[src/rtl/booth_pkg.sv]
// Shared types for the Booth multiplier.
// Assumes nothing beyond the 2-bit encoding of the step operation.
package booth_pkg;
    typedef enum logic [1:0] {
        OP_KEEP = 2'd0,
        OP_ADD  = 2'd1,
        OP_SUB  = 2'd2
    } booth_op_e;
endpackage

[src/rtl/booth_recode.sv]
// Radix-2 recoder: turns the current multiplier bit and the history bit
// into keep, add or subtract. Purely combinational.
module booth_recode
    import booth_pkg::*;
(
    input  logic      cur_bit,
    input  logic      hist_bit,
    output booth_op_e op
);
    // Map the bit pair to a step operation.
    always_comb begin
        unique case ({cur_bit, hist_bit})
            2'b10:   op = OP_SUB;
            2'b01:   op = OP_ADD;
            default: op = OP_KEEP;
        endcase
    end
endmodule

[src/rtl/booth_addsub.sv]
// Upper-half adder/subtractor, W+1 bits wide. The multiplicand is
// sign-extended by one bit, so subtracting the most negative value keeps
// the correct sign. Assumes acc already carries its own sign extension.
module booth_addsub
    import booth_pkg::*;
#(
    parameter int W = 32
) (
    input  logic [W:0]   acc,
    input  logic [W-1:0] mcand,
    input  booth_op_e    op,
    output logic [W:0]   sum
);
    logic [W:0] ext;

    // Sign-extend the multiplicand to the accumulator width.
    always_comb ext = {mcand[W-1], mcand};

    // Apply the selected operation to the upper half.
    always_comb begin
        unique case (op)
            OP_ADD:  sum = acc + ext;
            OP_SUB:  sum = acc - ext;
            default: sum = acc;
        endcase
    end
endmodule

[src/rtl/booth_ctrl.sv]
// Step sequencer: accepts start only when idle, runs exactly W steps,
// then pulses done for one cycle. Assumes W >= 2.
module booth_ctrl #(
    parameter int W = 32
) (
    input  logic clk,
    input  logic rst_n,
    input  logic start,
    output logic busy,
    output logic done,
    output logic load,
    output logic step
);
    localparam int CW = $clog2(W) + 1;
    localparam logic [CW-1:0] LAST = CW'(W - 1);

    logic [CW-1:0] cnt;

    // Count the steps and produce busy and the done pulse.
    always_ff @(posedge clk) begin
        if (!rst_n) begin
            busy <= 1'b0;
            done <= 1'b0;
            cnt  <= '0;
        end else begin
            done <= 1'b0;
            if (busy) begin
                cnt <= cnt + 1'b1;
                if (cnt == LAST) begin
                    busy <= 1'b0;
                    done <= 1'b1;
                end
            end else if (start) begin
                busy <= 1'b1;
                cnt  <= '0;
            end
        end
    end

    // Load strobes on an accepted start; a step happens on every busy cycle.
    always_comb begin
        load = start & ~busy;
        step = busy;
    end
endmodule

[src/rtl/booth_preg.sv]
// Combined product register: a (W+1)-bit upper accumulator, a W-bit lower
// half that starts out holding the multiplier, and a one-bit history cell.
// It also holds the captured multiplicand. Assumes load and step are never
// high together.
module booth_preg #(
    parameter int W = 32
) (
    input  logic         clk,
    input  logic         rst_n,
    input  logic         load,
    input  logic         step,
    input  logic [W-1:0] mcand_in,
    input  logic [W-1:0] mplier_in,
    input  logic [W:0]   sum,
    output logic [W:0]   acc,
    output logic [W-1:0] low,
    output logic         hist,
    output logic [W-1:0] mcand_q
);
    // Load the operands, or apply one arithmetic right shift of the whole register.
    always_ff @(posedge clk) begin
        if (!rst_n) begin
            acc     <= '0;
            low     <= '0;
            hist    <= 1'b0;
            mcand_q <= '0;
        end else if (load) begin
            acc     <= '0;
            low     <= mplier_in;
            hist    <= 1'b0;
            mcand_q <= mcand_in;
        end else if (step) begin
            acc  <= {sum[W], sum[W:1]};
            low  <= {sum[0], low[W-1:1]};
            hist <= low[0];
        end
    end
endmodule

[src/rtl/booth_seq_mult.sv]
// Sequential radix-2 Booth multiplier, top level. Multiplies two signed
// W-bit operands in W clock steps and returns the 2W-bit signed product as
// an upper and a lower word. Assumes start is acted on only when idle.
module booth_seq_mult
    import booth_pkg::*;
#(
    parameter int W = 32
) (
    input  logic         clk,
    input  logic         rst_n,
    input  logic         start,
    input  logic [W-1:0] mcand,
    input  logic [W-1:0] mplier,
    output logic         busy,
    output logic         done,
    output logic [W-1:0] prod_hi,
    output logic [W-1:0] prod_lo
);
    localparam int AW = W + 1;

    logic          load;
    logic          step;
    booth_op_e     op;
    logic [AW-1:0] acc;
    logic [AW-1:0] sum;
    logic [W-1:0]  low;
    logic          hist;
    logic [W-1:0]  mcand_q;

    booth_ctrl #(.W(W)) u_ctrl (
        .clk   (clk),
        .rst_n (rst_n),
        .start (start),
        .busy  (busy),
        .done  (done),
        .load  (load),
        .step  (step)
    );

    booth_recode u_rec (
        .cur_bit  (low[0]),
        .hist_bit (hist),
        .op       (op)
    );

    booth_addsub #(.W(W)) u_as (
        .acc   (acc),
        .mcand (mcand_q),
        .op    (op),
        .sum   (sum)
    );

    booth_preg #(.W(W)) u_preg (
        .clk       (clk),
        .rst_n     (rst_n),
        .load      (load),
        .step      (step),
        .mcand_in  (mcand),
        .mplier_in (mplier),
        .sum       (sum),
        .acc       (acc),
        .low       (low),
        .hist      (hist),
        .mcand_q   (mcand_q)
    );

    // Drive the output words from the product register; the extra sign bit stays inside.
    always_comb begin
        prod_hi = acc[W-1:0];
        prod_lo = low;
    end
endmodule

[config.mk]
export PLATFORM = sky130hd
export DESIGN_NAME = booth_seq_mult
export DESIGN_NICKNAME = d
export VERILOG_FILES = /design/src/rtl/booth_pkg.sv /design/src/rtl/booth_recode.sv /design/src/rtl/booth_addsub.sv /design/src/rtl/booth_ctrl.sv /design/src/rtl/booth_preg.sv /design/src/rtl/booth_seq_mult.sv
export SDC_FILE = /design/constraint.sdc
export NUM_CORES = 1
export LEC_CHECK = 0
export ABC_AREA = 1
export BUFFER_PORTS_ARGS = -buffer_cell sky130_fd_sc_hd__buf_2
export CAP_MARGIN = 20
export CORE_ASPECT_RATIO = 1.2
export CORE_MARGIN = 2
export CORE_UTILIZATION = 45
export CTS_BUF_LIST = sky130_fd_sc_hd__clkbuf_2 sky130_fd_sc_hd__clkbuf_4 sky130_fd_sc_hd__clkbuf_8
export CTS_CLUSTER_DIAMETER = 50
export DETAILED_ROUTE_END_ITERATION = 12
export PLACE_DENSITY = 0.78
export SETUP_SLACK_MARGIN = 0.4
export SYNTH_ARGS = -nofsm -noshare
export SYNTH_HDL_FRONTEND = slang
export SYNTH_SLANG_ARGS = --single-unit
[constraint.sdc]
create_clock -name clk -period 2.85 [get_ports clk]
set_input_delay 0.285 -clock clk [delete_from_list [all_inputs] [get_ports clk]]
set_output_delay 0.285 -clock clk [all_outputs]
set_load 0.01 [all_outputs]
---- Word level (Yosys, flattened, before mapping) ----
Index checks and enable logic that the tools add are counted.
operators by class
  bitwise logic cells ..................... 3
  reduce and logical (&&, ||, !) cells .... 4
  add/subtract/negate cells ............... 3
  multiplexer cells ....................... 10
  equal/unequal tests ..................... 5
operator list
  cell                                                 number
  one-hot mux 33 bit (2 select lines)                  1
  2-to-1 mux 32 bit                                    2
  adder 32 x 32 -> 33 bit                              1
  subtractor 32 x 32 -> 33 bit                         1
  2-to-1 mux 6 bit                                     2
  adder 6 x 1 -> 6 bit, second input constant          1
  equality test 6 x 5 -> 1 bit, second input constant  1
  equality test 2 x 1 -> 1 bit, second input constant  2
  equality test 2 bit, second input constant           2
  2-to-1 mux 1 bit                                     4
  one-hot mux 2 bit (2 select lines)                   1
  nonzero test 2 bit                                   2
  NOT 1 bit                                            2
  AND reduction 2 bit                                  1
  OR reduction 2 bit                                   1
  AND 1 bit                                            1
word-level totals
  output and inout bits ................... 66
  bits of input ports ..................... 67
  logic and storage cells ................. 32
  register bits after elaboration ......... 105

---- Logic depth before layout (Yosys ltp) ----
  depth in word-level cells ............... 6
  mapped depth ............................ 24
  gate-level depth less buffers ........... 24

---- Modules after synthesis ----
From an unflattened synthesis, not the netlist that was laid out.
second synthesis, totals
  cells, all modules ...................... 1,327
  area total of the unflattened synthesis .. 7,778.7 sq um
modules (own cells, without submodules)
  module        area an instance (sq um)  seq. area each (sq um)  cells an instance  times used
  booth_preg    3,846.2                   1,941.9                 555                1
  booth_addsub  3,557.2                   0.0                     717                1
  booth_ctrl    360.3                     160.2                   51                 1
  booth_recode  15.0                      0.0                     4                  1

---- Least setup slack after synthesis ----
Ideal clock, no wire load.
  path kind ............................... register to register
  start ................................... register u_preg.hist
  end ..................................... register, netlist name u_preg.acc[31]
  data arrival time ....................... 2.625 ns
  path slack .............................. 0.161 ns
  period minus slack after synthesis ...... 2.689 ns
  data required time ...................... 2.786 ns
  library setup time ...................... 0.064 ns
  buffers on the path ..................... 2
  cell stages (with the launch flop) ...... 23
  path through ............................ dfxtp_1 inv_1 ha_1 inv_1 buf_2 buf_2 o31ai_1 xnor2_1 inv_1 ha_1 nand2_2 inv_1 a21oi_1 nand2_2 nand2_1 nand2_2 nand2_1 nand2_1 nand2_1 nand2_1 nor2_1 nor2_1 nor2_1
on the way
  cells in the longest elaborated chain, start to end .. 4
  elaborated cells on any way between the ends .. 6
  classes of those cells .................. eq/ne: 4; mux: 2
RTL lines
  element                                                              RTL line            text
  start, declared                                                      booth_preg.sv:17    output logic hist,
  start signal, assigned                                               booth_preg.sv:35    hist <= low[0];
  equality test 2 x 1 -> 1 bit or equality test 2 bit (tied branches)  booth_recode.sv:12  unique case ({cur_bit, hist_bit})
  one-hot mux 2 bit (2 select lines) *                                 booth_recode.sv:12
  equality test 2 bit or equality test 2 x 1 -> 1 bit (tied branches)  booth_addsub.sv:21  unique case (op)
  one-hot mux 33 bit (2 select lines) *                                booth_addsub.sv:21
Every way passes the cells marked *; elsewhere a longest branch is shown, timed or not.
A chain may end at the register's enable or synchronous reset.

---- Worst setup path in the final report ----
  start ................................... register u_preg.mcand_q[0]
  end ..................................... register u_preg.acc[30]
on the way
  cells in the longest elaborated chain, start to end .. 2
  elaborated cells on any way between the ends .. 3
  classes of those cells .................. add/sub: 2; mux: 1
RTL lines
  element                                                                  RTL line                                text
  start, declared                                                          booth_preg.sv:18                        output logic [W-1:0] mcand_q
  start signal, assigned                                                   booth_preg.sv:31                        mcand_q <= mcand_in;
  subtractor 32 x 32 -> 33 bit or adder 32 x 32 -> 33 bit (tied branches)  booth_addsub.sv:23, booth_addsub.sv:22
  one-hot mux 33 bit (2 select lines) *                                    booth_addsub.sv:21
  end signal, assigned                                                     booth_preg.sv:33                        acc <= {sum[W], sum[W:1]};
  end, declared                                                            booth_preg.sv:15                        output logic [W:0] acc,
Marked as above.

==> flow_summary.ini <==
[clocking]
clkLatencyLatePin_ns = 0.41
cts_tree = yes
cts_sinks = 105
clkTransAtPathRegs_ns = 0.11
cts.hold.buffers_added = 0
htreeDepth = 3
root_buffer = clkbuf_8
cts_made_buffers = 9
cts_buffer_depth = 2

[drt]
wl_um = 24400
initialDrtViolationCount = 545
drc = 0
wl_per_cell_um = 14.2
viasPerCell = 5.16
dr_total_vias = 8817
drt_pre_antenna_iters = 7
detail-route-antenna-nets = 0

[cells_and_area]
final_cell_mix = 355 x nand2_1, 201 x inv_1, 142 x nor2_1, 132 x buf_2, 99 x dfxtp_1
num-nets-final = 1592
instances_no_fill = 1710
layout.filler_cells = 1494
multiInputGateArea_mm2 = 0.00544
regArea_mm2 = 0.00211
final_common_cell = nand2_1
syn_to_final_growth_pct = 32.4
antenna_cells = 0
utilization = 0.605
layout-drive-gt1-share = 0.292

[flow_run]
cap_violations = 0

[global_route]
track_usage = 0.262
grt_pass1_vias = 8412
grt_max_degree = 66
grt_pass1_wl_um = 38600
grt-ovfl-total = 0
antenna_found_initial = 0

[synth]
syn_nets = 1412
synth.distinct_cells = 40
synth-edff-count = 0
yosysSeqAreaShare = 0.274
yosys.area.top_type_share = 0.274
yosysTopAreaCell = dfxtp_1
synth-seq-cells = 105
synth_area_per_cell_um2 = 5.86
synth-main-ff-cell = dfxtp_1
synthesis.area_mm2 = 0.00767
synth.area.top_cells = dfxtp_1 27%, nand2_1 21%, inv_1 11%, nor2_1 8.3%, ha_1 5.7%
yosysWarnings = 0
synthCells = 1309
synthArstFlopShare = 0

[status]
violations = setup timing
status = finished with violations

[placement]
dp_hpwl_um = 17300
numPortBuffers = 132
place_congestion = 1.01
dp_worst_setup_slack_ns = -0.122
dp_cells = 1663

[timing]
fmax_mhz = 333
setup_tns_ns = -0.630
min_period_ns = 3.01
worst_pin_slew_ns = 0.801
setup_viol = 12
final_max_slew_viol_count = 0
post-route-period-util = 1.05
clock-skew-final_ns = 0.0211
final_hold_viol_count = 0
rsz0062_at_grt = yes
relSlewSlack = 0.466
setup_ws_ns = -0.156

[min_path]
hold_end = u_preg.mcand_q[29]
worstHoldPathCells = 3
worstHoldStart = mcand[29]
hold_class = input pin to flip-flop

[worst_setup_path]
worstPathCellList = inv_4, ha_4, nand2_4, nor2_4, nand2_4, nor2_4, inv_2, o31ai_4, xor2_1, ha_1, nand2_2, nand2_4, a21oi_2, nand2_2, a21oi_2, nand2_1, nand2_1, nand3_2, nand2_1, a21oi_1
cp_max_fo = 4
cp-end-kind = flip-flop
critPathLaunchType = flip-flop
cpMaxStageDelayCell = dfxtp_2
worstPathRequired_ns = 3.15
critical_path_class = flip-flop to flip-flop
cpPeakStageDelay_ns = 0.35
worstReg2RegStart = u_preg.mcand_q[0]
crit_arrival_ns = 3.30
ff2ff_setup_slack_ns = -0.16
r2r_end = u_preg.acc[30]
reg2regPathDepth = 20

[floorplanning]
coreArea_mm2 = 0.0168
start_util = 0.457
die_y_um = 147
die_x_um = 123
die_area_mm2 = 0.0181
io_pins = 133
rows = 52

[power]
p_leak_nw = 5.32
peakVddDrop_mv = 0.350
powerDensity_mw_per_mm2 = 419
fin_total_pwr_w = 0.00426
==> layout make-up <==
cell class / instances / share of cell area
multi-input cells: 938 / 0.535
clock inverters: 6 / 0.00838
well taps: 216 / 0.0266
repair buffers: 211 / 0.125
inverters: 224 / 0.0840
clock buffers: 10 / 0.0129
flip-flops and latches: 105 / 0.208
==> worst max-delay path, delay by kind of cell, from the launching register on <==
| kind | cells | cell delay [ns] |
|---|---|---|
| simple gates | 11 | 1.07 |
| buf+inv | 2 | 0.14 |
| flops | 1 | 0.35 |
| compound gates | 4 | 0.64 |
| xor+xnor | 1 | 0.21 |
| fa+ha+maj | 2 | 0.49 |
==> repair_timing <==
action                                 CTS  global route
gates cloned                             0             0
setup endpoints to repair               26            28
gates resized for setup                117            91
endpoints found under the hold margin    0             0
pin swaps                               61            64
setup buffers                           18            13
==> Yosys cell counts, types with 2 or more instances <==
master,n
nor3b_1,2
o211ai_1,14
inv_2,2
ha_1,35
nand4_1,3
nor3_1,10
and2_1,2
xnor2_1,13
nor2_2,4
buf_1,2
nand3b_1,3
inv_1,221
dfxtp_1,105
o21ai_1,3
buf_2,3
xor2_1,30
o221ai_1,11
nor4_1,2
nand3_1,53
nor2_1,170
nand2_1,420
nand3_2,2
clkbuf_1,36
o21ai_0,54
nand2_2,10
o31ai_1,2
a21oi_1,83
a21oi_2,2
==> how the worst max path moves through the flow <==
stage                     slack (ns)               from  depth (start not counted)        endpoint
after floorplan                 0.35  u_preg.mcand_q[1]                         22  u_preg.acc[31]
after global placement         -0.09  u_preg.mcand_q[1]                         20  u_preg.acc[27]
after detailed placement       -0.12  u_preg.mcand_q[1]                         20  u_preg.acc[27]
after CTS                       0.03  u_preg.mcand_q[0]                         22  u_preg.acc[27]
after global routing           -0.33  u_preg.mcand_q[0]                         20  u_preg.acc[30]
final                          -0.16  u_preg.mcand_q[0]                         20  u_preg.acc[30]
==> cell families (layout without fill, tap and decap cells) <==
| group | Yosys count | count (layout) | share of synthesized area |
|---|---|---|---|
| simple gates | 683 | 683 | 0.357 |
| compound gates | 176 | 176 | 0.129 |
| flops | 105 | 105 | 0.274 |
| xor+xnor | 43 | 43 | 0.0491 |
| buf+inv | 266 | 451 | 0.131 |
| fa+ha+maj | 36 | 36 | 0.0597 |
==> metal layers <==
layer	GRT usage	vias up	wire length, um	part of all wire
met5	0	-	0	0
met4	0.115	0	750	0.031
met3	0.0501	53	1620	0.067
met2	0.441	313	11900	0.49
met1	0.322	4052	10100	0.42
li1	-	4399	-	-
==> where the power goes <==
group	switching [W]	internal [W]
sequential	0.0000786	0.00155
clock	0.000601	0.000439
combinational	0.000927	0.000661
total	0.00161	0.00265
==> through the flow <==
stage	hold slack [ns]	cell area, um^2
3_5_place_dp	0.465	8940
5_1_grt	0.0979	10200
3_3_place_gp	0.454	8940
6_report	0.0918	10200
4_1_cts	0.0849	9750
2_1_floorplan	0.420	7810
==> registers in the layout (all words and copies together) (netlist names) <==
name            cells
u_ctrl.cnt          6
u_preg.acc         32
u_preg.mcand_q     32
u_preg.hist         1
u_preg.low         32
u_ctrl.done         1
u_ctrl.busy         1
(Power assumes the default switching activity.)
